$ cat config.mk
export PLATFORM = sky130hd
export DESIGN_NAME = jtag_scan_master
export DESIGN_NICKNAME = d
export VERILOG_FILES = /design/src/rtl/jtm_pkg.sv /design/src/rtl/jtm_tck_div.sv /design/src/rtl/jtm_step_ctrl.sv /design/src/rtl/jtm_shift_path.sv /design/src/rtl/jtag_scan_master.sv
export SDC_FILE = /design/constraint.sdc
export NUM_CORES = 1
export LEC_CHECK = 0
export BUFFER_PORTS_ARGS = -buffer_cell sky130_fd_sc_hd__buf_2
export CAP_MARGIN = 20
export CORE_UTILIZATION = 25
export DETAILED_ROUTE_END_ITERATION = 12
export SKIP_LAST_GASP = 1
export SLEW_MARGIN = 0
export SYNTH_ARGS = -nofsm -noshare
export SYNTH_HDL_FRONTEND = slang
export SYNTH_HIERARCHICAL = 1
export SYNTH_SLANG_ARGS = --single-unit
$ cat constraint.sdc
create_clock -name clk -period 6.1 [get_ports clk]
set_input_delay 1.22 -clock clk [delete_from_list [all_inputs] [get_ports clk]]
set_output_delay 1.22 -clock clk [all_outputs]
set_load 0.01 [all_outputs]
$ cat src/rtl/jtm_pkg.sv
package jtm_pkg;

    typedef enum logic [1:0] {
        OP_TAP_RESET  = 2'd0,
        OP_INSTR      = 2'd1,
        OP_DATA       = 2'd2,
        OP_TAP_RESET2 = 2'd3
    } jtm_op_e;

    // Per-test-clock-cycle decode of the walk
    typedef struct packed {
        logic tms;
        logic shift;
        logic last;
    } jtm_step_t;

    // Number of navigation cycles ahead of the first shift cycle
    function automatic int lead_len(jtm_op_e op);
        case (op)
            OP_INSTR: return 4;
            OP_DATA:  return 3;
            default:  return 0;
        endcase
    endfunction

    function automatic int body_len(jtm_op_e op, int ir_len, int dr_len, int ones);
        case (op)
            OP_INSTR: return ir_len;
            OP_DATA:  return dr_len;
            default:  return ones;
        endcase
    endfunction

    function automatic int step_count(jtm_op_e op, int ir_len, int dr_len, int ones);
        if (op == OP_INSTR || op == OP_DATA)
            return lead_len(op) + body_len(op, ir_len, dr_len, ones) + 2;
        return ones + 1;
    endfunction

    function automatic jtm_step_t decode_step(jtm_op_e op, int step,
                                              int ir_len, int dr_len, int ones);
        jtm_step_t s;
        int lead;
        int body;
        lead   = lead_len(op);
        body   = body_len(op, ir_len, dr_len, ones);
        s      = '0;
        s.last = (step == step_count(op, ir_len, dr_len, ones) - 1);
        if (op == OP_INSTR || op == OP_DATA) begin
            if (step < lead) begin
                // data path: 1,0,0 ; instruction path: 1,1,0,0
                s.tms = (op == OP_INSTR) ? (step < 2) : (step == 0);
            end else if (step < lead + body) begin
                s.shift = 1'b1;
                s.tms   = (step == lead + body - 1);
            end else begin
                // exit -> update with 1, update -> idle with 0
                s.tms = (step == lead + body);
            end
        end else begin
            s.tms = (step < ones);
        end
        return s;
    endfunction

endpackage

$ cat src/rtl/jtm_tck_div.sv
module jtm_tck_div #(
    parameter int HALF_W = 4
) (
    input  logic              clk,
    input  logic              rst,
    input  logic              start,
    input  logic              run,
    input  logic [HALF_W-1:0] half_in,
    output logic              tck,
    output logic              rise_stb,
    output logic              fall_stb
);
    localparam int CW = HALF_W + 1;

    logic [HALF_W-1:0] half_q;
    logic [HALF_W-1:0] cnt_q;
    logic [CW-1:0]     limit;
    logic [CW-1:0]     cnt_nx;
    logic              at_edge;

    always_ff @(posedge clk) begin
        if (rst)
            half_q <= HALF_W'(1);
        else if (start)
            half_q <= half_in;
    end

    assign limit   = (half_q == '0) ? CW'(1) : {1'b0, half_q};
    assign cnt_nx  = {1'b0, cnt_q} + CW'(1);
    assign at_edge = run && (cnt_nx == limit);

    always_ff @(posedge clk) begin
        if (rst || !run) begin
            cnt_q <= '0;
            tck   <= 1'b0;
        end else if (at_edge) begin
            cnt_q <= '0;
            tck   <= ~tck;
        end else begin
            cnt_q <= cnt_q + 1'b1;
        end
    end

    assign rise_stb = at_edge && !tck;
    assign fall_stb = at_edge && tck;

endmodule

$ cat src/rtl/jtm_step_ctrl.sv
module jtm_step_ctrl
    import jtm_pkg::*;
#(
    parameter int IR_LEN     = 5,
    parameter int DR_LEN     = 32,
    parameter int RESET_ONES = 5,
    parameter int STEP_W     = 6,
    parameter int IDX_W      = 5
) (
    input  logic             clk,
    input  logic             rst,
    input  logic             start,
    input  jtm_op_e          op_in,
    input  logic             fall_stb,
    output logic             busy,
    output logic             done,
    output logic             tms,
    output logic             shift_now,
    output logic [IDX_W-1:0] shift_idx
);
    jtm_op_e           op_q;
    logic [STEP_W-1:0] step_q;
    jtm_step_t         cur;

    assign cur = decode_step(op_q, int'(step_q), IR_LEN, DR_LEN, RESET_ONES);

    always_ff @(posedge clk) begin
        if (rst) begin
            op_q   <= OP_TAP_RESET;
            step_q <= '0;
            busy   <= 1'b0;
            done   <= 1'b0;
        end else begin
            done <= 1'b0;
            if (start) begin
                op_q   <= op_in;
                step_q <= '0;
                busy   <= 1'b1;
            end else if (busy && fall_stb) begin
                if (cur.last) begin
                    busy   <= 1'b0;
                    done   <= 1'b1;
                    step_q <= '0;
                end else begin
                    step_q <= step_q + 1'b1;
                end
            end
        end
    end

    // Outputs follow the step register, which only moves on a falling test clock
    assign tms       = busy & cur.tms;
    assign shift_now = busy & cur.shift;
    assign shift_idx = IDX_W'(int'(step_q) - lead_len(op_q));

endmodule

$ cat src/rtl/jtm_shift_path.sv
module jtm_shift_path #(
    parameter int DR_LEN = 32,
    parameter int IDX_W  = 5
) (
    input  logic              clk,
    input  logic              rst,
    input  logic              start,
    input  logic [DR_LEN-1:0] wdata_in,
    input  logic              rise_stb,
    input  logic              shift_now,
    input  logic [IDX_W-1:0]  shift_idx,
    input  logic              tdo,
    output logic              tdi,
    output logic [DR_LEN-1:0] rdata
);
    logic [DR_LEN-1:0] wdata_q;

    always_ff @(posedge clk) begin
        if (rst) begin
            wdata_q <= '0;
            rdata   <= '0;
        end else if (start) begin
            wdata_q <= wdata_in;
            rdata   <= '0;
        end else if (rise_stb && shift_now) begin
            rdata[shift_idx] <= tdo;
        end
    end

    assign tdi = shift_now & wdata_q[shift_idx];

endmodule

$ cat src/rtl/jtag_scan_master.sv
module jtag_scan_master
    import jtm_pkg::*;
#(
    parameter int IR_LEN     = 5,
    parameter int DR_LEN     = 32,
    parameter int HALF_W     = 4,
    parameter int RESET_ONES = 5
) (
    input  logic              clk,
    input  logic              rst,
    input  logic [HALF_W-1:0] half_period,
    input  logic              cmd_valid,
    output logic              cmd_ready,
    input  logic [1:0]        cmd_op,
    input  logic [DR_LEN-1:0] cmd_wdata,
    output logic              rsp_valid,
    output logic [DR_LEN-1:0] rsp_rdata,
    output logic              busy,
    output logic              tck,
    output logic              tms,
    output logic              tdi,
    input  logic              tdo
);
    localparam int STEP_W = $clog2(IR_LEN + DR_LEN + RESET_ONES + 8);
    localparam int IDX_W  = $clog2(DR_LEN);

    logic             start;
    logic             rise_stb;
    logic             fall_stb;
    logic             shift_now;
    logic [IDX_W-1:0] shift_idx;

    assign cmd_ready = !busy;
    assign start     = cmd_valid && cmd_ready;

    jtm_tck_div #(
        .HALF_W (HALF_W)
    ) u_div (
        .clk      (clk),
        .rst      (rst),
        .start    (start),
        .run      (busy),
        .half_in  (half_period),
        .tck      (tck),
        .rise_stb (rise_stb),
        .fall_stb (fall_stb)
    );

    jtm_step_ctrl #(
        .IR_LEN     (IR_LEN),
        .DR_LEN     (DR_LEN),
        .RESET_ONES (RESET_ONES),
        .STEP_W     (STEP_W),
        .IDX_W      (IDX_W)
    ) u_ctrl (
        .clk       (clk),
        .rst       (rst),
        .start     (start),
        .op_in     (jtm_op_e'(cmd_op)),
        .fall_stb  (fall_stb),
        .busy      (busy),
        .done      (rsp_valid),
        .tms       (tms),
        .shift_now (shift_now),
        .shift_idx (shift_idx)
    );

    jtm_shift_path #(
        .DR_LEN (DR_LEN),
        .IDX_W  (IDX_W)
    ) u_path (
        .clk       (clk),
        .rst       (rst),
        .start     (start),
        .wdata_in  (cmd_wdata),
        .rise_stb  (rise_stb),
        .shift_now (shift_now),
        .shift_idx (shift_idx),
        .tdo       (tdo),
        .tdi       (tdi),
        .rdata     (rsp_rdata)
    );

endmodule

**Word level (Yosys, flattened, before mapping)**

Cells that the tools add are included.

- Equality and inequality tests: 6
- Muxes and demuxes: 25
- Order comparisons: 6
- Bitwise gates (word level): 5
- Reductions and logical operators: 19
- Add/sub/neg operators: 9

Operators by type and width:

| operator | count |
|---|---|
| 32-bit 2-to-1 mux | 4 |
| 7-bit by 32-bit equality test with 1-bit output | 2 |
| 32-bit by 2-bit subtractor with 32-bit output, second input constant | 2 |
| 32-bit by 3-bit adder with 32-bit output, second input constant | 1 |
| 32-bit adder | 1 |
| 32-bit bitwise mux | 1 |
| 1-bit 2-to-1 mux | 14 |
| 6-bit 2-to-1 mux | 2 |
| 3-bit by 6-bit adder with 7-bit output | 1 |
| 6-bit by 7-bit equality test with 1-bit output | 1 |
| 1-bit logical AND | 7 |
| 6-bit by 7-bit less-than comparator with 1-bit output | 1 |
| 6-bit by 1-bit adder with 6-bit output, second input constant | 1 |
| 6-bit zero test | 1 |
| 5-bit by 6-bit less-than comparator with 1-bit output, second input constant | 1 |
| 6-bit by 2-bit less-than comparator with 1-bit output, second input constant | 1 |
| 6-bit by 3-bit less-than comparator with 1-bit output | 1 |
| 6-bit by 3-bit less-than comparator with 1-bit output, second input constant | 1 |
| 3-bit one-hot mux with 2 select lines | 1 |
| 4-bit by 1-bit adder with 5-bit output, second input constant | 1 |
| 1-bit binary-select mux with 5-bit select | 1 |
| 1-bit demux with 5-bit select | 1 |
| 5-bit equality test | 1 |
| 5-bit by 1-bit greater-or-equal comparator with 1-bit output, second input constant | 1 |
| 14 further kinds | 21 |

- Bits in registers: 83
- Input bits: 42

**Logic depth before layout (Yosys ltp)**

- Depth in word-level cells: 12
- Gate-level depth with buffers: 13

**Cells and area by module**

Netlist, hierarchy kept.

Modules (own cells, without submodules):

| module | cells an instance | instances | area an instance (um^2) | sequential area each (um^2) |
|---|---|---|---|---|
| jtm_shift_path | 320 | 1 | 2,766.4 | 1,281.2 |
| jtm_step_ctrl | 106 | 1 | 928.4 | 200.2 |
| jtm_tck_div | 44 | 1 | 450.4 | 180.2 |
| jtag_scan_master | 2 | 1 | 10.0 | 0.0 |

**Least setup slack after synthesis**

OpenSTA, ideal clock, no wires.

- Path type: register to output
- From: register u_ctrl.op_q[0]
- To: output port tdi
- Stages on the path, launching flop included: 14
- Setup slack: 2.095 ns
- Buffers on the path: 2
- Data required time: 4.880 ns
- Arrival: 2.785 ns
- Cells stage by stage: dfxtp_1 inv_1 ha_1 ha_1 fa_1 nor2b_1 nor3_1 xor2_1 buf_2 or3b_1 buf_6 o22ai_2 nor4_1 o22ai_1

RTL lines:

| element | line | text |
|---|---|---|
| from (decl) | jtm_step_ctrl.sv:21 | `jtm_op_e op_q;` |
| from (signal assigned) | jtm_step_ctrl.sv:36 | `op_q <= op_in;` |
| 2-bit equality test or 2-bit by 1-bit equality test with 1-bit output (tied branches) | jtm_pkg.sv:19 | `case (op)` |
| 3-bit one-hot mux with 2 select lines (*) | jtm_pkg.sv:19 |  |
| 5-bit by 3-bit subtractor with 5-bit output (*) | jtm_step_ctrl.sv:54 | `assign shift_idx = IDX_W'(int'(step_q) - lead_len(op_q));` |
| via shift_idx[4] | jtag_scan_master.sv:31 | `logic [IDX_W-1:0] shift_idx;` |
| 1-bit binary-select mux with 5-bit select (*) | jtm_shift_path.sv:30 | `assign tdi = shift_now & wdata_q[shift_idx];` |
| 1-bit 2-to-1 mux (not written as such) (*) | jtm_shift_path.sv:30 |  |
| 1-bit bitwise AND (*) | jtm_shift_path.sv:30 |  |
| to (decl) | jtag_scan_master.sv:21 | `output logic tdi,` |

Mark *: on every way through the listed nets, which the timed path passes. The rest lies on a longest branch. The select of a mux whose other input is x is not followed.

**Worst setup path after layout**

Ends and elaborated chain as after synthesis.

==> results.cfg <==
[outcome]
status = finished clean

[die]
dieHeight_um = 130.9
fp.dieW_um = 130.9
core-area_um2 = 16060
die_area_um2 = 17140
fp-row-count = 46
ios = 80
initial_utilization_pct = 25.88

[worst_setup_path]
worst_ep_required_time_ns = 4.88
critical_path_class = reg -> out
worst_path_max_delay_cell = fa_1
crit_buf_inv = 2
cp-start-kind = register
crit_fanout = 10
crit_chain = inv_1, ha_1, ha_1, fa_1, nor2b_1, nor3_1, xor2_1, nand3b_1, o22ai_1, nor4_1, o22ai_1, buf_2
worstPathArrival_ns = 3.51
slowest_delay_ns = 0.43
path_delay_family = simple AND/OR/NAND/NOR gates
end_kind = primary output

[cells_and_area]
area_growth_syn_to_layout_pct = 19.30
final_common_cell = nor2_1
final_cell_mix = 88 x nor2_1, 83 x dfxtp_1, 79 x buf_2
antenna_cells = 0
final_nets = 592
layout-drive-gt1-share_pct = 20.11

[sta]
tns_ns = 0
slew_headroom_pct = 37.17
rsz0062_at_grt = no
whs_ns = 0.4757
min_period_over_period_pct = 77.51
finalCriticalPeriod_ns = 4.728
clock.fmax_mhz = 211.5
final_max_slew_viol_count = 0
tightest_slew_ns = 0.9293
fin_skew_ns = 0.005477
hold_viol = 0
setup_viol_count_final = 0

[drt]
drc = 0
ant_nets = 0
via_per_inst = 4.518
drt_iter0_drc = 226
topRoutingLayerUsed = met4
wire_per_inst_um = 13.55
wl_met1_um = 5027
routed_wl_um = 10210
num_vias = 3402
wl_met2_um = 4458
met3_length_um = 586
firstDrtPassIters = 5

[synthesis]
synthDistinctLibCells = 51
ys_seq_elements = 83
syn-num-nets = 531
synth_edf_count = 0
synthCells = 472
synth.avg_cell_area_um2 = 8.803
seq_area_frac_synth_pct = 39.99
synth_ff_type = dfxtp_1
async_flop_share_pct = 0
yosysWarnings = 6
syn_area_um2 = 4155

[cts]
cts_tree = done
htreeDepth = 3
clock_latency_ns = 0.34
cts_buffers = 9
cts-root-buf = clkbuf_16
clk_pin_slew_worst_paths_ns = 0.06
cts.repair.resized = 0
clk_path_buf_depth = 2
postCtsSetupBuffers = 0
cts_sinks = 83
cts_hold_buf = 0

[grt]
grt_pass1_wl_um = 15970
grt_overflow_total = 0
antenna_found_initial = 0
grt_usage_pct = 12.34
grt_pass1_vias = 3021
grt_start_max_net_pins = 43

[pwr]
powerDensity_nw_per_um2 = 248.9
ir_drop_v = 0.0001506
leakagePower_nw = 1.977

[job]
cap_violations = 0

[placed_design]
hpwl_um = 7391
place.gp.congestion = 0.8244
portBuffers = 79

[min_path]
min_path_type = reg -> reg
worst min-delay path: stages (launching register included):
cell and delay, ns:
dfxtp_1 0.30, o21ai_0 0.06, a21oi_1 0.06
report_power, final:
part	internal (mW)	total, mW	switching (mW)	leakage [nW]
logic	0.0643	0.158	0.0940	1.18
clock network	0.284	0.502	0.218	0.124
registers	0.560	0.573	0.0136	0.675
flip-flops by register name (all words and copies together) (netlist names):
| signal | flops |
|---|---|
| u_path/wdata_q | 32 |
| u_ctrl/done | 1 |
| u_ctrl/busy | 1 |
| u_path/rdata | 32 |
| u_div/tck | 1 |
| u_div/half_q | 4 |
| u_ctrl/op_q | 2 |
| u_ctrl/step_q | 6 |
| u_div/cnt_q | 4 |
metal layers:
layer / vias to the layer above / GRT usage [%]
li1: 1743 / -
met1: 1578 / 16.78
met5: - / 0
met2: 73 / 18.27
met3: 8 / 4.031
met4: 0 / 4.057
Yosys cell counts (5+ instances only):
cell type | instances | area share, %
clkbuf_1 | 18 | 1.6
xor2_1 | 10 | 2.1
dfxtp_1 | 83 | 40
a21oi_1 | 32 | 3.9
mux2i_1 | 61 | 15
xnor2_1 | 5 | 1.1
buf_2 | 8 | 0.96
ha_1 | 16 | 4.8
o22ai_1 | 8 | 1.2
o21ai_0 | 27 | 3.3
nand4_1 | 5 | 0.75
nand2_1 | 35 | 3.2
inv_1 | 17 | 1.5
nor2_1 | 88 | 7.9
final timing paths:
path                    start                to  slack [ns]  cells past startpoint
min reg2reg  u_path/rdata[11]  u_path/rdata[11]        0.48                      2
min          u_path/rdata[11]  u_path/rdata[11]        0.48                      2
max            u_ctrl/op_q[0]               tdi        1.37                     12
max reg2reg    u_ctrl/op_q[0]  u_path/rdata[16]        2.03                     11
logic make-up after synthesis:
logic type	Yosys count	synth area share, %
and+or+nand+nor	168	19.06
DFF	83	39.99
AOI/OAI and AO/OA	78	11.68
muxes	62	14.97
buffers and inverters	48	5.299
adders and majority gates	17	5.300
xor gates and xnor gates	16	3.704
metrics by stage:
| stage | instances | total power, mW | util, % | cell area [um2] | setup WS, ns |
|---|---|---|---|---|---|
| floorplan | 472 | 0.7046 | - | 4155 | 2.095 |
| CTS | 753 | 1.252 | 30.87 | 4957 | 1.354 |
| finish | 753 | 1.234 | 30.87 | 4957 | 1.372 |
| global placement | 738 | 0.7423 | 29.19 | 4687 | 1.776 |
| detailed placement | 738 | 0.7439 | 29.19 | 4687 | 1.749 |
| global route | 753 | 1.288 | 30.87 | 4957 | 1.113 |
layout make-up:
class                           instances  area, um2
Clock buffer                           11      242.7
Clock inverter                          4      27.53
Fill cell                            1700      11100
Inverter                               17      63.81
Multi-Input combinational cell        341       2281
Sequential cell                        83       1662
Tap cell                              216      270.3
Timing Repair Buffer                   81      410.4
Note: power is estimated with default switching activity, not from simulation.
